### src/rtl/bpsk_mod_pkg.sv
package bpsk_mod_pkg;

  localparam int unsigned PERIOD_SAMPLES = 20;
  localparam int unsigned HALF_PERIOD    = PERIOD_SAMPLES / 2;
  localparam int unsigned IDX_W          = $clog2(PERIOD_SAMPLES);
  localparam int unsigned CODE_LEN       = 63;
  localparam int unsigned CHIP_W         = $clog2(CODE_LEN);
  localparam int unsigned CODE_COUNT     = 4;
  localparam int unsigned SEL_W          = $clog2(CODE_COUNT);
  localparam int unsigned SAMPLE_W       = 12;
  localparam logic [SAMPLE_W-1:0] MID_SCALE = SAMPLE_W'(2048);

  // Strobes from the sequencer to the sample path
  typedef struct packed {
    logic             clearOut;
    logic             loadSample;
    logic             invertPhase;
    logic [IDX_W-1:0] tableIdx;
  } ctrlStrobe_t;

  // Code k = base sequence xor its 9-fold decimation, shifted by k
  function automatic logic [CODE_LEN-1:0] kasamiRow(input int unsigned shift);
    logic [CODE_LEN-1:0] base;
    logic [CODE_LEN-1:0] row;
    base    = '0;
    base[0] = 1'b1;
    for (int n = 6; n < CODE_LEN; n++) base[n] = base[n-5] ^ base[n-6];
    for (int n = 0; n < CODE_LEN; n++)
      row[n] = base[n] ^ base[(9 * (n + shift)) % CODE_LEN];
    return row;
  endfunction

endpackage

### src/rtl/bpsk_code_rom.sv
module bpsk_code_rom
  import bpsk_mod_pkg::*;
(
  input  logic [SEL_W-1:0]  codeSel,
  input  logic [CHIP_W-1:0] chipIdx,
  output logic              chipBit
);

  logic [CODE_COUNT-1:0] rowBits;

  for (genvar k = 0; k < CODE_COUNT; k++) begin : gRow
    localparam logic [CODE_LEN-1:0] ROW = kasamiRow(k);
    assign rowBits[k] = ROW[chipIdx];
  end

  assign chipBit = rowBits[codeSel];

endmodule

### src/rtl/bpsk_mod_ctrl.sv
module bpsk_mod_ctrl
  import bpsk_mod_pkg::*;
#(
  parameter int unsigned DIV_A = 450,
  parameter int unsigned DIV_B = 250
) (
  input  logic        clk,
  input  logic        rstN,
  input  logic        enable,
  input  logic        modeB,
  input  logic [SEL_W-1:0] codeSel,
  output ctrlStrobe_t strobes
);

  localparam int unsigned DIV_MAX = (DIV_A > DIV_B) ? DIV_A : DIV_B;
  localparam int unsigned CNT_W   = $clog2(DIV_MAX);
  localparam logic [CNT_W-1:0] LAST_A = CNT_W'(DIV_A - 1);
  localparam logic [CNT_W-1:0] LAST_B = CNT_W'(DIV_B - 1);
  localparam logic [IDX_W-1:0] LAST_SAMPLE = IDX_W'(PERIOD_SAMPLES - 1);
  localparam logic [CHIP_W-1:0] LAST_CHIP  = CHIP_W'(CODE_LEN - 1);

  typedef enum logic {ST_IDLE, ST_RUN} state_t;

  state_t            state;
  logic [CNT_W-1:0]  divCnt;
  logic [IDX_W-1:0]  sampIdx;
  logic [CHIP_W-1:0] chipIdx;
  logic              modeLat;
  logic [SEL_W-1:0]  selLat;
  logic              chipBit;
  logic              tick;
  logic [CNT_W-1:0]  divLast;

  bpsk_code_rom uRom (
    .codeSel (selLat),
    .chipIdx (chipIdx),
    .chipBit (chipBit)
  );

  assign divLast = modeLat ? LAST_B : LAST_A;
  assign tick    = (state == ST_RUN) && enable && (divCnt == divLast);

  always_ff @(posedge clk or negedge rstN) begin
    if (!rstN) begin
      state   <= ST_IDLE;
      divCnt  <= '0;
      sampIdx <= '0;
      chipIdx <= '0;
      modeLat <= 1'b0;
      selLat  <= '0;
    end else if (!enable) begin
      state <= ST_IDLE;
    end else if (state == ST_IDLE) begin
      state   <= ST_RUN;
      modeLat <= modeB;
      selLat  <= codeSel;
      divCnt  <= '0;
      sampIdx <= '0;
      chipIdx <= '0;
    end else if (tick) begin
      divCnt <= '0;
      if (sampIdx == LAST_SAMPLE) begin
        sampIdx <= '0;
        chipIdx <= (chipIdx == LAST_CHIP) ? '0 : chipIdx + 1'b1;
      end else begin
        sampIdx <= sampIdx + 1'b1;
      end
    end else begin
      divCnt <= divCnt + 1'b1;
    end
  end

  always_comb begin
    strobes.clearOut    = !enable;
    strobes.loadSample  = tick;
    strobes.invertPhase = !chipBit;
    strobes.tableIdx    = sampIdx;
  end

endmodule

### src/rtl/bpsk_mod_datapath.sv
module bpsk_mod_datapath
  import bpsk_mod_pkg::*;
(
  input  logic                clk,
  input  logic                rstN,
  input  ctrlStrobe_t         strobes,
  output logic [SAMPLE_W-1:0] dacSample,
  output logic                sampleStb
);

  logic [IDX_W-1:0]    readIdx;
  logic [SAMPLE_W-1:0] tableVal;

  // Opposite half of the period gives the inverted carrier
  always_comb begin
    if (strobes.invertPhase)
      readIdx = (strobes.tableIdx >= IDX_W'(HALF_PERIOD))
                ? strobes.tableIdx - IDX_W'(HALF_PERIOD)
                : strobes.tableIdx + IDX_W'(HALF_PERIOD);
    else
      readIdx = strobes.tableIdx;
  end

  always_comb begin
    case (readIdx)
      5'd0:    tableVal = 12'd2048;
      5'd1:    tableVal = 12'd2681;
      5'd2:    tableVal = 12'd3251;
      5'd3:    tableVal = 12'd3704;
      5'd4:    tableVal = 12'd3995;
      5'd5:    tableVal = 12'd4095;
      5'd6:    tableVal = 12'd3995;
      5'd7:    tableVal = 12'd3704;
      5'd8:    tableVal = 12'd3251;
      5'd9:    tableVal = 12'd2681;
      5'd10:   tableVal = 12'd2048;
      5'd11:   tableVal = 12'd1415;
      5'd12:   tableVal = 12'd845;
      5'd13:   tableVal = 12'd392;
      5'd14:   tableVal = 12'd101;
      5'd15:   tableVal = 12'd1;
      5'd16:   tableVal = 12'd101;
      5'd17:   tableVal = 12'd392;
      5'd18:   tableVal = 12'd845;
      5'd19:   tableVal = 12'd1415;
      default: tableVal = MID_SCALE;
    endcase
  end

  always_ff @(posedge clk or negedge rstN) begin
    if (!rstN) begin
      dacSample <= MID_SCALE;
      sampleStb <= 1'b0;
    end else if (strobes.clearOut) begin
      dacSample <= MID_SCALE;
      sampleStb <= 1'b0;
    end else if (strobes.loadSample) begin
      dacSample <= tableVal;
      sampleStb <= 1'b1;
    end else begin
      sampleStb <= 1'b0;
    end
  end

endmodule

### src/rtl/bpsk_modulator.sv
module bpsk_modulator
  import bpsk_mod_pkg::*;
#(
  parameter int unsigned DIV_A = 450,
  parameter int unsigned DIV_B = 250
) (
  input  logic        clk,
  input  logic        rstN,
  input  logic        enable,
  input  logic        modeB,
  input  logic [1:0]  codeSel,
  output logic [11:0] dacSample,
  output logic        sampleStb
);

  ctrlStrobe_t strobes;

  bpsk_mod_ctrl #(.DIV_A(DIV_A), .DIV_B(DIV_B)) uCtrl (
    .clk     (clk),
    .rstN    (rstN),
    .enable  (enable),
    .modeB   (modeB),
    .codeSel (codeSel),
    .strobes (strobes)
  );

  bpsk_mod_datapath uPath (
    .clk       (clk),
    .rstN      (rstN),
    .strobes   (strobes),
    .dacSample (dacSample),
    .sampleStb (sampleStb)
  );

endmodule

### config.mk
export PLATFORM = sky130hd
export DESIGN_NAME = bpsk_modulator
export DESIGN_NICKNAME = d
export VERILOG_FILES = /design/src/rtl/bpsk_mod_pkg.sv /design/src/rtl/bpsk_code_rom.sv /design/src/rtl/bpsk_mod_ctrl.sv /design/src/rtl/bpsk_mod_datapath.sv /design/src/rtl/bpsk_modulator.sv
export SDC_FILE = /design/constraint.sdc
export NUM_CORES = 1
export LEC_CHECK = 0
export ABC_AREA = 1
export BUFFER_PORTS_ARGS = -buffer_cell sky130_fd_sc_hd__buf_2
export CORE_ASPECT_RATIO = 0.9
export CORE_UTILIZATION = 30
export DETAILED_ROUTE_END_ITERATION = 8
export PLACE_DENSITY = 0.56
export RECOVER_POWER = 50
export SLEW_MARGIN = 15
export SYNTH_ARGS = -nofsm -noshare
export SYNTH_HDL_FRONTEND = slang
export SYNTH_HIERARCHICAL = 1
export SYNTH_SLANG_ARGS = --single-unit
### constraint.sdc
create_clock -name clk -period 6.56 [get_ports clk]
set_input_delay 0.656 -clock clk [delete_from_list [all_inputs] [get_ports clk]]
set_output_delay 0.656 -clock clk [all_outputs]
set_load 0.1 [all_outputs]
Word level (Yosys, flattened, before mapping) --
Memories as Yosys holds them, arrays and structs flattened. Index checks and enable logic that the tools add are counted. W data, S select, Z words.
Storage, ports and cells: bits in registers 37, ROM bits 640, bits of input ports 6, output and inout port bits 13, memories 5
Memories:
- (name not given) | depth 32, bits a word 12, rd ports 1, clocked after memory_dff 0, wr ports 0, line bpsk_mod_datapath.sv:25 | case (readIdx)
- (name not given) | depth 64, bits a word 1, rd ports 1, clocked after memory_dff 0, wr ports 0, line bpsk_code_rom.sv:13 | assign rowBits[k] = ROW[chipIdx];
- (name not given) | depth 64, bits a word 1, rd ports 1, clocked after memory_dff 0, wr ports 0, line bpsk_code_rom.sv:13
- (name not given) | depth 64, bits a word 1, rd ports 1, clocked after memory_dff 0, wr ports 0, line bpsk_code_rom.sv:13
- (name not given) | depth 64, bits a word 1, rd ports 1, clocked after memory_dff 0, wr ports 0, line bpsk_code_rom.sv:13
Operators by class: add/subtract/negate cells 5, order comparisons 3, equal/unequal tests 6, multiplexer cells 23, bitwise gates (word level) 1, reduce and logical (&&, ||, !) cells 5
Operator list (count):
- $mux W9 | 3
- $mux W5 | 5
- $mux W12 | 2
- $mux W6 | 4
- $add A9 B1 Y9 const B | 1
- $eq A9 B9 Y1 | 1
- $mux W1 | 8
- $lt A6 B7 Y1 const B | 1
- $add A6 B1 Y6 const B | 1
- $eq A6 B6 Y1 const B | 1
- $add A5 B1 Y5 const B | 1
- $add A5 B4 Y5 const B | 1
- $eq A5 B5 Y1 const B | 1
- $ge A5 B4 Y1 const B | 1
- $sub A5 B4 Y5 const B | 1
- $ne A2 B2 Y1 const B | 2
- $reduce_and A2 Y1 | 2
- $lt A2 B3 Y1 const B | 1
- $reduce_and A3 Y1 | 1
- $bmux W1 S2 | 1
- $logic_and A1 B1 Y1 | 2
- $ne A2 B1 Y1 const B | 1
- $not A1 Y1 | 1

Longest topological paths before layout --
An unclocked memory read counts as a cell.
depth after elaboration 8, mapped depth 26, gate-level depth less buffers 25

Cells and area by module --
Netlist, hierarchy kept.
By module, submodules not included:
- bpsk_mod_ctrl | instances 1, cells each 164, area an instance 1392.6 sq um, seq. area each 600.6 sq um
- bpsk_mod_datapath | instances 1, cells each 194, area an instance 1313.8 sq um, seq. area each 326.6 sq um
- bpsk_code_rom | instances 1, cells each 131, area an instance 644.4 sq um, seq. area each 0.0 sq um

Worst setup path after synthesis --
OpenSTA, ideal clock, no wires.
path type flip-flop to flip-flop, from reg uCtrl.chipIdx[1], to reg uPath.dacSample[10], setup time 0.120 ns, arrival time 2.993 ns, setup slack 3.447 ns, stages on the path, launching flop included 26, clock period less this slack 3.113 ns, path through dfrtp_1 inv_1 ha_1 inv_1 nand2_1 nand2_1 nand2_1 nand2_1 nand2_1 nand2_1 nand3_1 nand2_1 nand2_1 nand2_1 inv_1 clkbuf_2 xnor2_1 inv_1 ha_1 inv_1 nand3_1 nand2_1 o21ai_1 nand2_1 nand2_1 nand2_1
Between the ends: word-level cells in the longest chain between the ends 8, elaborated cells between the ends (all ways) 14, classes of those cells mux: 9; memory: 5
Ends and longest elaborated chain:
- from (decl) | line bpsk_mod_ctrl.sv:27 | logic [CHIP_W-1:0] chipIdx;
- from (signal assigned) | line bpsk_mod_ctrl.sv:64 | chipIdx <= (chipIdx == LAST_CHIP) ? '0 : chipIdx + 1'b1;
- $mem_v2 Z64 W1
- $mux W1 (implied by the code) | line bpsk_code_rom.sv:13
- $bmux W1 S2 * | line bpsk_code_rom.sv:16 | assign chipBit = rowBits[codeSel];
- $mux W1 (implied by the code) * | line bpsk_code_rom.sv:16
- via uCtrl.chipBit | line bpsk_mod_ctrl.sv:30 | logic chipBit;
- $mux W5 * | line bpsk_mod_datapath.sv:16 | if (strobes.invertPhase)
- $mem_v2 Z32 W12 *
- $mux W12 * | line bpsk_mod_datapath.sv:57 | end else if (strobes.loadSample) begin
- $mux W12 * | line bpsk_mod_datapath.sv:54 | end else if (strobes.clearOut) begin
- to (signal assigned) | line bpsk_mod_datapath.sv:58 | dacSample <= tableVal;
- to (decl) | line bpsk_mod_datapath.sv:7 | output logic [SAMPLE_W-1:0] dacSample,
The timed path passes the listed nets; every way through them passes the cells marked *. The select of a mux whose other input is x is not followed. A chain may end at the register's enable or synchronous reset.

Worst setup path after layout --
from reg uCtrl.chipIdx[1], to reg uPath.dacSample[6]
The elaborated chain is that of the path after synthesis.

==> out/qor.txt <==
Post-synth EDFFs: 0
first-pass GRT wire length: 13900 um
cell area after synthesis: 0.00335 mm^2
startpoint types: flop
CTS Buffer Depth: 2
async set or reset register ratio after synthesis: 100%
core region area: 0.0109 mm^2
number of global-route vias before repair: 2956
initial antenna violation count: 0
All-Layer GR Usage: 15.0%
fin cells: 654
final hold vios: 0
status: finished, violations left
initial drt markers: 169
number of antenna-violating nets in the routed design: 0
total I/O pin count: 19
GPL Wtd Cong: 0.908
Yosys cell types: 40
syn_nets: 518
slack of the worst reg-to-reg path: 2880 ps
Post-CTS Setup Inserts: 0
Vias: 3082
Pleak: 0.00189 uW
leading area contributor after synthesis: dfrtp_1
height of the die: 102 um
share of cells above drive strength 1: 12.5%
area growth from synthesis to final layout: 9.37%
main combinational cell family by area after synthesis: simple AND/OR/NAND/NOR gates
Port Buf Inserts: 18
Final HPWL DP: 5580 um
Yosys Warn Count: 6
mux cell area share after synthesis: 0.971%
Max-Cap Viols: 1
xor/xnor cell area share of the yosys netlist: 3.14%
most common cell after layout, fill and taps aside: nand2_1
Tcrit/Tclk final: 56.1%
clock skew: 5.34 ps
CP arrival: 3860 ps
total clock buffers created by CTS: 5
dominant synthesized flop cell: dfrtp_1
synthesized-area fraction occupied by adder cells: 8.59%
fmax: 271 MHz
placed cells: 646
post-cts resize count: 0
1st-pass router iterations: 5
failing checks: capacitance limit, slew limit
Sum Neg Setup Slack: 0 ps
pin count of the biggest net entering global routing: 38
r2r worst-path depth: 23
Synth area leaders: dfrtp_1 (27%), nand2_1 (19%), nand3_1 (9.7%), ha_1 (8.6%), inv_1 (5.6%)
die width: 113 um
routed len/inst: 11.9 um
Final nets: 530
post-synthesis sequential area ratio: 27.7%
FF-to-FF Start: uCtrl/chipIdx[1]
routed vias/inst: 4.71
fin crit period: 3680 ps
Total Routed Length: 7750 um
die area: 0.0116 mm^2
Post-Syn Area per Cell: 6.85 um^2
HP Class: reg -> reg
pwr/cell area: 237 mW/mm^2
Simple-Gate Fraction of Synth Area: 43.5%
Residual DRC: 0
reg-to-reg endpoint: uPath/dacSample[6]
most frequent cells in the layout: nand2_1 (166), nand3_1 (66), inv_1 (50)
# fillers: 1173
H-tree lvl count: 2
Post-DP Area: 0.00353 mm^2
worst hold stages: 2
Worst slew margin: -37.7%
setup violators final: 0
antenna cells: 0
required time worst endpoint: 6730 ps
complex-gate fraction of the synthesized area: 6.68%
RSZ-0062 raised after global routing: false
post-synth top area share: 26.9%
Hold EP: uPath/dacSample[10]
clock latency on the worst-skew pair: 280 ps
CP Capture Type: flop
CTS tree: yes
Yosys reg bits: 37
post-route design area: 0.00366 mm^2
Pins Over Slew Limit: 38
initial core utilization: 30.9%
Hold Buf Count CTS: 0
Total Power: 870 uW
CTS clk-pin slew, worst paths: 60 ps
CP Max Fanout: 13
GRT overflow: 0
Rows: 36
CP Class: reg -> reg
Clock Sink Count: 37
Post-Syn Instances: 489
CTS root buf: clkbuf_16
HP Start: uPath/dacSample[10]
maximum VDD drop: 0.0000849 V
Worst Max-Slew Pin Slew: 2070 ps
==> cells in the mapped netlist, types with 2 or more instances <==
cell type    n
nand3_4      2
buf_2        2
nand4_1      8
or2_2        3
mux2_2       2
nand3_1     65
inv_1       50
xnor2_1      4
clkbuf_1     2
buf_4        3
ha_1        23
nand3b_1     2
inv_2        3
o21ai_0      5
nand2_4      6
nand3_2      6
o21ai_2      5
o21ai_1      9
dfrtp_1     36
nand2_2      6
nor3_1       2
nand2_8      2
xor2_1       8
a21oi_1     11
nor2_1      41
buf_6        4
nand2_1    166
==> flip-flops by register name, summed over array words and instances (netlist names) <==
name             flops
uCtrl/chipIdx        6
uCtrl/divCnt         9
uCtrl/modeLat        1
uCtrl/sampIdx        5
uCtrl/selLat         2
uCtrl/state          1
uPath/dacSample     12
uPath/sampleStb      1
==> area by class of cell <==
cell class              count  area [um^2]  share of cell area, %
multi-input cells         384         2100                   57.2
flip-flops and latches     37          927                   25.3
inverters                  55          219                   5.97
well taps                 152          190                   5.19
clock buffers               6          129                   3.52
repair buffers             18         87.6                   2.39
clock inverters             2         15.0                  0.410
==> worst max-delay path, cell delays in order, from the launching register on <==
cell and delay [ps]:
dfrtp_1 590, inv_1 240, ha_1 340, inv_1 120, nand2_1 90, nand2_1 70, nand2_1 50, nand2_1 80
nand2_1 50, nand2_1 60, nand3_1 60, nand2_1 60, nand2_1 40, nand2_1 50, inv_1 130, xnor2_1 440
inv_1 230, ha_1 290, nor2_1 150, nand2_1 90, nand3_1 100, nand3_1 80, nand2_1 100, nand2_1 50
==> where the power goes <==
part,switching [uW],internal [uW],total [uW]
logic,240,125,365
clock network,95.9,141,237
registers,27.9,240,268
==> layer usage <==
metal,vias up,GRT usage [%],part of all wire (%)
met5,-,0,0
met4,0,4.45,1.5
met3,14,2.61,4.8
met2,77,24.5,45
met1,1411,20.4,49
li1,1580,-,-
==> through the flow <==
step / utilization [%] / hold slack, ps / worst slack, ps
3_3_place_gp: 32.5 / 459 / 3090
2_1_floorplan: - / 360 / 3450
5_1_grt: 33.8 / 497 / 2470
6_report: 33.8 / 470 / 2880
4_1_cts: 33.9 / 477 / 2940
3_5_place_dp: 32.5 / 461 / 2970
==> cell families (layout without fill, tap and decap cells) <==
logic type               Yosys count  count (layout)
AND/OR/NAND/NOR                  311             311
buffers and inverters             68              81
flip-flops                        37              37
AO/OA/AOI/OAI                     35              35
adder cells (fa/ha/maj)           23              23
XOR/XNOR                          12              12
multiplexers                       3               3
==> worst max path at each step <==
stage	to	startpoint	cells past startpoint	slack [ps]
detailed placement	uPath/dacSample[6]	uCtrl/chipIdx[1]	23	2970
CTS	uPath/dacSample[6]	uCtrl/chipIdx[1]	23	2940
global placement	uPath/dacSample[6]	uCtrl/chipIdx[1]	21	3090
floorplan	uPath/dacSample[10]	uCtrl/chipIdx[1]	25	3450
global route	uPath/dacSample[8]	uCtrl/chipIdx[1]	24	2470
finish	uPath/dacSample[6]	uCtrl/chipIdx[1]	23	2880
(Power assumes the default switching activity.)
